File: src/rtl/nt_fetch_pkg.sv
package nt_fetch_pkg;

  // Fetch sequencer states
  typedef enum logic [1:0] {
    FS_IDLE = 2'd0,  // leaving reset, no request yet
    FS_RUN  = 2'd1,  // issuing sequential requests
    FS_HOLD = 2'd2   // misprediction penalty in progress
  } fetch_state_e;

  // Bytes per instruction word
  localparam int unsigned INSN_BYTES = 4;

endpackage

File: src/rtl/nt_fetch_pc.sv
module nt_fetch_pc
  import nt_fetch_pkg::*;
#(
  parameter int unsigned AW        = 32,
  parameter logic [AW-1:0] RESET_VEC = '0,
  parameter int unsigned PENALTY   = 13
) (
  input  logic          clk,
  input  logic          rst_n,
  input  logic          redirect,
  input  logic [AW-1:0] target,
  output logic          fetch_valid,
  output logic [AW-1:0] fetch_addr
);

  localparam int unsigned   CW   = $clog2(PENALTY + 1);
  localparam logic [AW-1:0] STEP = AW'(INSN_BYTES);
  localparam logic [CW-1:0] PEN  = CW'(PENALTY);
  localparam logic [CW-1:0] ONE  = CW'(1);

  fetch_state_e  state_q, state_d;
  logic [CW-1:0] cnt_q, cnt_d;
  logic [AW-1:0] pc_q, pc_d;
  logic          pc_en, cnt_en;

  // next-state logic
  always_comb begin
    state_d = state_q;
    cnt_d   = cnt_q;
    pc_d    = pc_q;
    pc_en   = 1'b0;
    cnt_en  = 1'b0;
    if (redirect) begin
      // a redirect overrides the sequential step
      pc_d    = target;
      pc_en   = 1'b1;
      cnt_d   = PEN;
      cnt_en  = 1'b1;
      state_d = FS_HOLD;
    end else begin
      unique case (state_q)
        FS_IDLE: state_d = FS_RUN;
        FS_RUN: begin
          pc_d  = pc_q + STEP;
          pc_en = 1'b1;
        end
        FS_HOLD: begin
          cnt_d  = cnt_q - ONE;
          cnt_en = 1'b1;
          if (cnt_q <= ONE) state_d = FS_RUN;
        end
        default: state_d = FS_IDLE;
      endcase
    end
  end

  // registers
  always_ff @(posedge clk or negedge rst_n) begin
    if (!rst_n) begin
      state_q <= FS_IDLE;
    end else begin
      state_q <= state_d;
    end
  end

  always_ff @(posedge clk or negedge rst_n) begin
    if (!rst_n) begin
      pc_q <= RESET_VEC;
    end else if (pc_en) begin
      pc_q <= pc_d;
    end
  end

  always_ff @(posedge clk or negedge rst_n) begin
    if (!rst_n) begin
      cnt_q <= '0;
    end else if (cnt_en) begin
      cnt_q <= cnt_d;
    end
  end

  assign fetch_valid = (state_q == FS_RUN);
  assign fetch_addr  = pc_q;

endmodule

File: src/rtl/nt_slot_pipe.sv
module nt_slot_pipe #(
  parameter int unsigned AW    = 32,
  parameter int unsigned NSLOT = 4
) (
  input  logic          clk,
  input  logic          rst_n,
  input  logic          in_valid,
  input  logic [AW-1:0] in_pc,
  input  logic          kill,
  output logic          busy,
  output logic          ex_valid,
  output logic [AW-1:0] ex_pc
);

  localparam int unsigned LAST = NSLOT - 1;

  logic [NSLOT-1:0] v_q, v_d;
  logic [AW-1:0]    pc_q [NSLOT];
  logic [AW-1:0]    pc_d [NSLOT];

  for (genvar s = 0; s < NSLOT; s++) begin : g_slot
    // next state: shift toward execute; a kill empties every slot,
    // since everything behind the resolving branch is younger
    if (s == 0) begin : g_head
      always_comb begin
        v_d[s]  = in_valid & ~kill;
        pc_d[s] = in_pc;
      end
    end else begin : g_body
      always_comb begin
        v_d[s]  = v_q[s-1] & ~kill;
        pc_d[s] = pc_q[s-1];
      end
    end

    always_ff @(posedge clk or negedge rst_n) begin
      if (!rst_n) begin
        v_q[s] <= 1'b0;
      end else begin
        v_q[s] <= v_d[s];
      end
    end

    always_ff @(posedge clk or negedge rst_n) begin
      if (!rst_n) begin
        pc_q[s] <= '0;
      end else if (v_d[s]) begin
        pc_q[s] <= pc_d[s];
      end
    end
  end

  assign busy     = |v_q;
  assign ex_valid = v_q[LAST];
  assign ex_pc    = pc_q[LAST];

endmodule

File: src/rtl/nt_commit_gate.sv
module nt_commit_gate (
  input  logic ex_valid,
  input  logic res_valid,
  input  logic res_taken,
  input  logic rf_we_req,
  input  logic st_we_req,
  output logic mispredict,
  output logic rf_we,
  output logic st_we
);

  // a resolution counts only if a live instruction is in execute
  assign mispredict = ex_valid & res_valid & res_taken;
  assign rf_we      = ex_valid & rf_we_req;
  assign st_we      = ex_valid & st_we_req;

endmodule

File: src/rtl/nt_fetch_flush_ctrl.sv
module nt_fetch_flush_ctrl #(
  parameter int unsigned   AW        = 32,
  parameter int unsigned   NSLOT     = 4,
  parameter int unsigned   PENALTY   = 13,
  parameter logic [AW-1:0] RESET_VEC = '0
) (
  input  logic          clk,
  input  logic          rst_n,
  output logic          fetch_valid,
  output logic [AW-1:0] fetch_addr,
  output logic          fetch_spec,
  input  logic          res_valid,
  input  logic          res_taken,
  input  logic [AW-1:0] res_target,
  input  logic          rf_we_req,
  input  logic          st_we_req,
  output logic          ex_valid,
  output logic [AW-1:0] ex_pc,
  output logic          rf_we,
  output logic          st_we,
  output logic          flush
);

  // reset: asserted asynchronously, released on the clock
  logic [1:0] rst_sync_q;
  logic       rst_int_n;

  always_ff @(posedge clk or negedge rst_n) begin
    if (!rst_n) begin
      rst_sync_q <= 2'b00;
    end else begin
      rst_sync_q <= {rst_sync_q[0], 1'b1};
    end
  end
  assign rst_int_n = rst_sync_q[1];

  logic busy;
  logic mispredict;

  nt_fetch_pc #(
    .AW       (AW),
    .RESET_VEC(RESET_VEC),
    .PENALTY  (PENALTY)
  ) u_pc (
    .clk        (clk),
    .rst_n      (rst_int_n),
    .redirect   (mispredict),
    .target     (res_target),
    .fetch_valid(fetch_valid),
    .fetch_addr (fetch_addr)
  );

  nt_slot_pipe #(
    .AW   (AW),
    .NSLOT(NSLOT)
  ) u_slots (
    .clk     (clk),
    .rst_n   (rst_int_n),
    .in_valid(fetch_valid),
    .in_pc   (fetch_addr),
    .kill    (mispredict),
    .busy    (busy),
    .ex_valid(ex_valid),
    .ex_pc   (ex_pc)
  );

  nt_commit_gate u_gate (
    .ex_valid  (ex_valid),
    .res_valid (res_valid),
    .res_taken (res_taken),
    .rf_we_req (rf_we_req),
    .st_we_req (st_we_req),
    .mispredict(mispredict),
    .rf_we     (rf_we),
    .st_we     (st_we)
  );

  assign fetch_spec = busy;
  assign flush      = mispredict;

endmodule

File: config.mk
export PLATFORM = sky130hd
export DESIGN_NAME = nt_fetch_flush_ctrl
export DESIGN_NICKNAME = d
export VERILOG_FILES = /design/src/rtl/nt_fetch_pkg.sv /design/src/rtl/nt_fetch_pc.sv /design/src/rtl/nt_slot_pipe.sv /design/src/rtl/nt_commit_gate.sv /design/src/rtl/nt_fetch_flush_ctrl.sv
export SDC_FILE = /design/constraint.sdc
export NUM_CORES = 1
export LEC_CHECK = 0
export ABC_AREA = 1
export BUFFER_PORTS_ARGS = -buffer_cell sky130_fd_sc_hd__buf_2
export CORE_UTILIZATION = 28
export CTS_CLUSTER_DIAMETER = 150
export CTS_CLUSTER_SIZE = 28
export DETAILED_ROUTE_END_ITERATION = 10
export HOLD_SLACK_MARGIN = 0.12
export RECOVER_POWER = 100
export SETUP_SLACK_MARGIN = 0.2
export SYNTH_ARGS = -nofsm -noshare
export SYNTH_HDL_FRONTEND = slang
export SYNTH_SLANG_ARGS = --single-unit
File: constraint.sdc
create_clock -name clk -period 6.2 [get_ports clk]
set_clock_uncertainty 0.1 [all_clocks]
set_input_delay 1.24 -clock clk [delete_from_list [all_inputs] [get_ports clk]]
set_output_delay 1.24 -clock clk [all_outputs]
set_load 0.02 [all_outputs]
==> impl_metrics.toml <==
[final_layout]
fillers = 2891
synthToLayoutAreaGrowth_pct = 14.3
diodes = 0
drive_gt1_frac = 0.0857
final_net_count = 1008

[sta]
timing.hold.ws_ns = 0.259
relSlewSlack = -0.689
hold_violations = 0
rsz0062_at_grt = "no"
maxSlewViolCount = 221
setup_tns_ns = 0
min_period_ns = 4.49
final.period_utilization = 0.724
setup-violations-final = 0
clock.fmax_mhz = 223
worst-slew-pin-transition_ns = 2.53

[status]
violations = "max-capacitance violations, max-slew violations"
status = "finished with violations"

[worst_setup_path]
r2r_setup_slack_ns = 2.15
cp-startpoint = "res_taken"
critical_path_arrival_ns = 4.71
r2r_cells = 5
r2r_end = "u_slots.pc_d[31]"
worstSetupStartpointType = "input pin"
crit_path_end_kind = "register"
path_max_fanout = 38
critPathRequiredTime_ns = 6.42
r2r-start = "u_slots.ex_valid"
crit_type = "in2reg"
endpoint = "u_slots.pc_d[31]"

[synth]
synthCells = 902
synth_common_cells = "353 x nand2_1, 172 x dfrtp_1, 75 x inv_1"
syn_nets = 943
synth-edff-count = 0
ys_seq_area_frac = 0.564
ys_ff_latch = 172
async_flop_share = 1.00
yosys.cell_count.top_type = "nand2_1"
yosysWarnings = 0
yosys-top-cells-area = "dfrtp_1 56%, nand2_1 17%, o21ai_0 4.3%"
synth.distinct_cells = 37
yosys.area.top_type = "dfrtp_1"
synth.avg_cell_area_um2 = 8.46
synthFlopType = "dfrtp_1"
syn_area_mm2 = 0.00763
synth_top_area_frac = 0.564

[route]
vias = 5871
drc = 0
dr.first_iter.drc_count = 496
drtPass1Iterations = 5
ant_nets = 0
wl_um = 19000
wl_per_cell_um = 14.4
vias_per_cell = 4.44

[grt]
grt_overflow = 0
grt_use_total = 0.141
grt_pass1_vias = 5604
grt_antenna_before_repair = 0
grt_max_degree = 81
grt_pass1_wl_um = 31000

[die]
die-area_mm2 = 0.0279
rows = 60
die_height_um = 167
die_w_um = 167
core_area_mm2 = 0.0269
boundaryPins = 108
initial_core_util = 0.284

[power_and_ir_drop]
ir_worst_vdd_mv = 0.244
p_leak_nw = 4.30
p_per_area_mw_per_mm2 = 534

[clocking]
clk_path_buf_depth = 2
cts_setup_buffers = 0
clkTransAtPathRegs_ns = 0.07
cts-root-buf = "clkbuf_16"
cts_tree = "built"
postCtsHoldBufs = 0
cts_made_buffers = 17
h-tree-depth = 4
clk_latency_ns = 0.43
clock-sinks = 172
cts_resized = 0

[worst_hold_path]
hold_class = "reg2reg"

[placement]
gp_congestion = 0.822
io_buffers = 107
hpwl_um = 13400

[run]
drv_cap = 4
==> cell usage in the layout, fill, tap and decap left out, drive strengths merged, types with 2 or more instances in the layout <==
cell,synthesis,layout
bufinv,0,2
o211ai,4,4
nand3b,4,4
a31oi,2,2
nand2,359,359
o21ai,66,66
buf,56,37
a21oi,17,17
o22ai,2,2
ha,3,3
o21a,2,2
dfrtp,172,172
clkinv,2,4
clkbuf,10,93
inv,77,86
nor2,49,49
nor3,8,8
o221ai,5,5
a22o,2,2
nand3,43,43
nand4,12,12
==> metal layers <==
layer / vias up / wire length (um) / track usage
li1: 2969 / - / -
met1: 2718 / 9220 / 0.202
met2: 161 / 8360 / 0.209
met3: 23 / 1130 / 0.0305
met4: 0 / 332 / 0.0519
met5: - / 0 / 0
==> cells by family after synthesis <==
kind of cell	Yosys count	share of synthesized area
adder cells (fa/ha/maj)	3	0.00492
AND/OR/NAND/NOR	477	0.263
AO/OA/AOI/OAI	103	0.0748
buffers and inverters	145	0.0916
XOR/XNOR	1	0.00115
flip-flops	172	0.564
other	1	0.000491
==> registers in the layout, indices dropped and copies added, names as in the netlist <==
signal,cells
rst_sync_q,2
u_pc.cnt_q,4
u_pc.fetch_addr,32
u_pc.state_q,2
u_slots.ex_pc,32
u_slots.ex_valid,1
u_slots.pc_d,96
u_slots.v_q,3
==> area by class of cell <==
class / count / area [um^2] / area share
inverters: 79 / 297 / 0.0340
flip-flops and latches: 172 / 4300 / 0.493
well taps: 341 / 427 / 0.0489
repair buffers: 112 / 470 / 0.0539
multi-input cells: 585 / 2620 / 0.300
clock buffers: 18 / 439 / 0.0503
clock inverters: 14 / 171 / 0.0196
==> power by group <==
part,switching (mW),internal (mW)
logic,1.19,0.449
clock network,0.479,0.622
registers,0.327,1.60
==> critical path, stage by stage <==
cell and delay (ns):
buf_2 0.08, nand3_1 0.53, nand2_1 0.20, clkbuf_1 1.13
clkinv_1 1.11, o21ai_0 0.41
==> worst min-delay path by stage <==
stage / end / startpoint / cells past startpoint / slack (ns)
CTS: u_slots.pc_d[36] / rst_sync_q[1] / 0 / 0.15
floorplan: rst_sync_q[1] / rst_sync_q[0] / 0 / 0.23
global route: rst_sync_q[1] / rst_sync_q[0] / 0 / 0.28
global placement: u_slots.ex_pc[6] / rst_sync_q[1] / 0 / 0.15
detailed placement: u_slots.ex_pc[5] / rst_sync_q[1] / 0 / 0.14
finish: rst_sync_q[1] / rst_sync_q[0] / 0 / 0.26
==> stage by stage <==
step / util / worst slack, ns / total power [mW] / area (um^2) / std cells
floorplan: - / 0.952 / 3.20 / 7630 / 902
global placement: 0.306 / 2.22 / 3.59 / 8230 / 1289
detailed placement: 0.306 / 2.14 / 3.63 / 8230 / 1289
CTS: 0.329 / 2.56 / 4.76 / 8840 / 1321
global route: 0.325 / 1.25 / 5.04 / 8730 / 1321
finish: 0.325 / 1.71 / 4.66 / 8730 / 1321
Power figures use the tool's default switching activity.
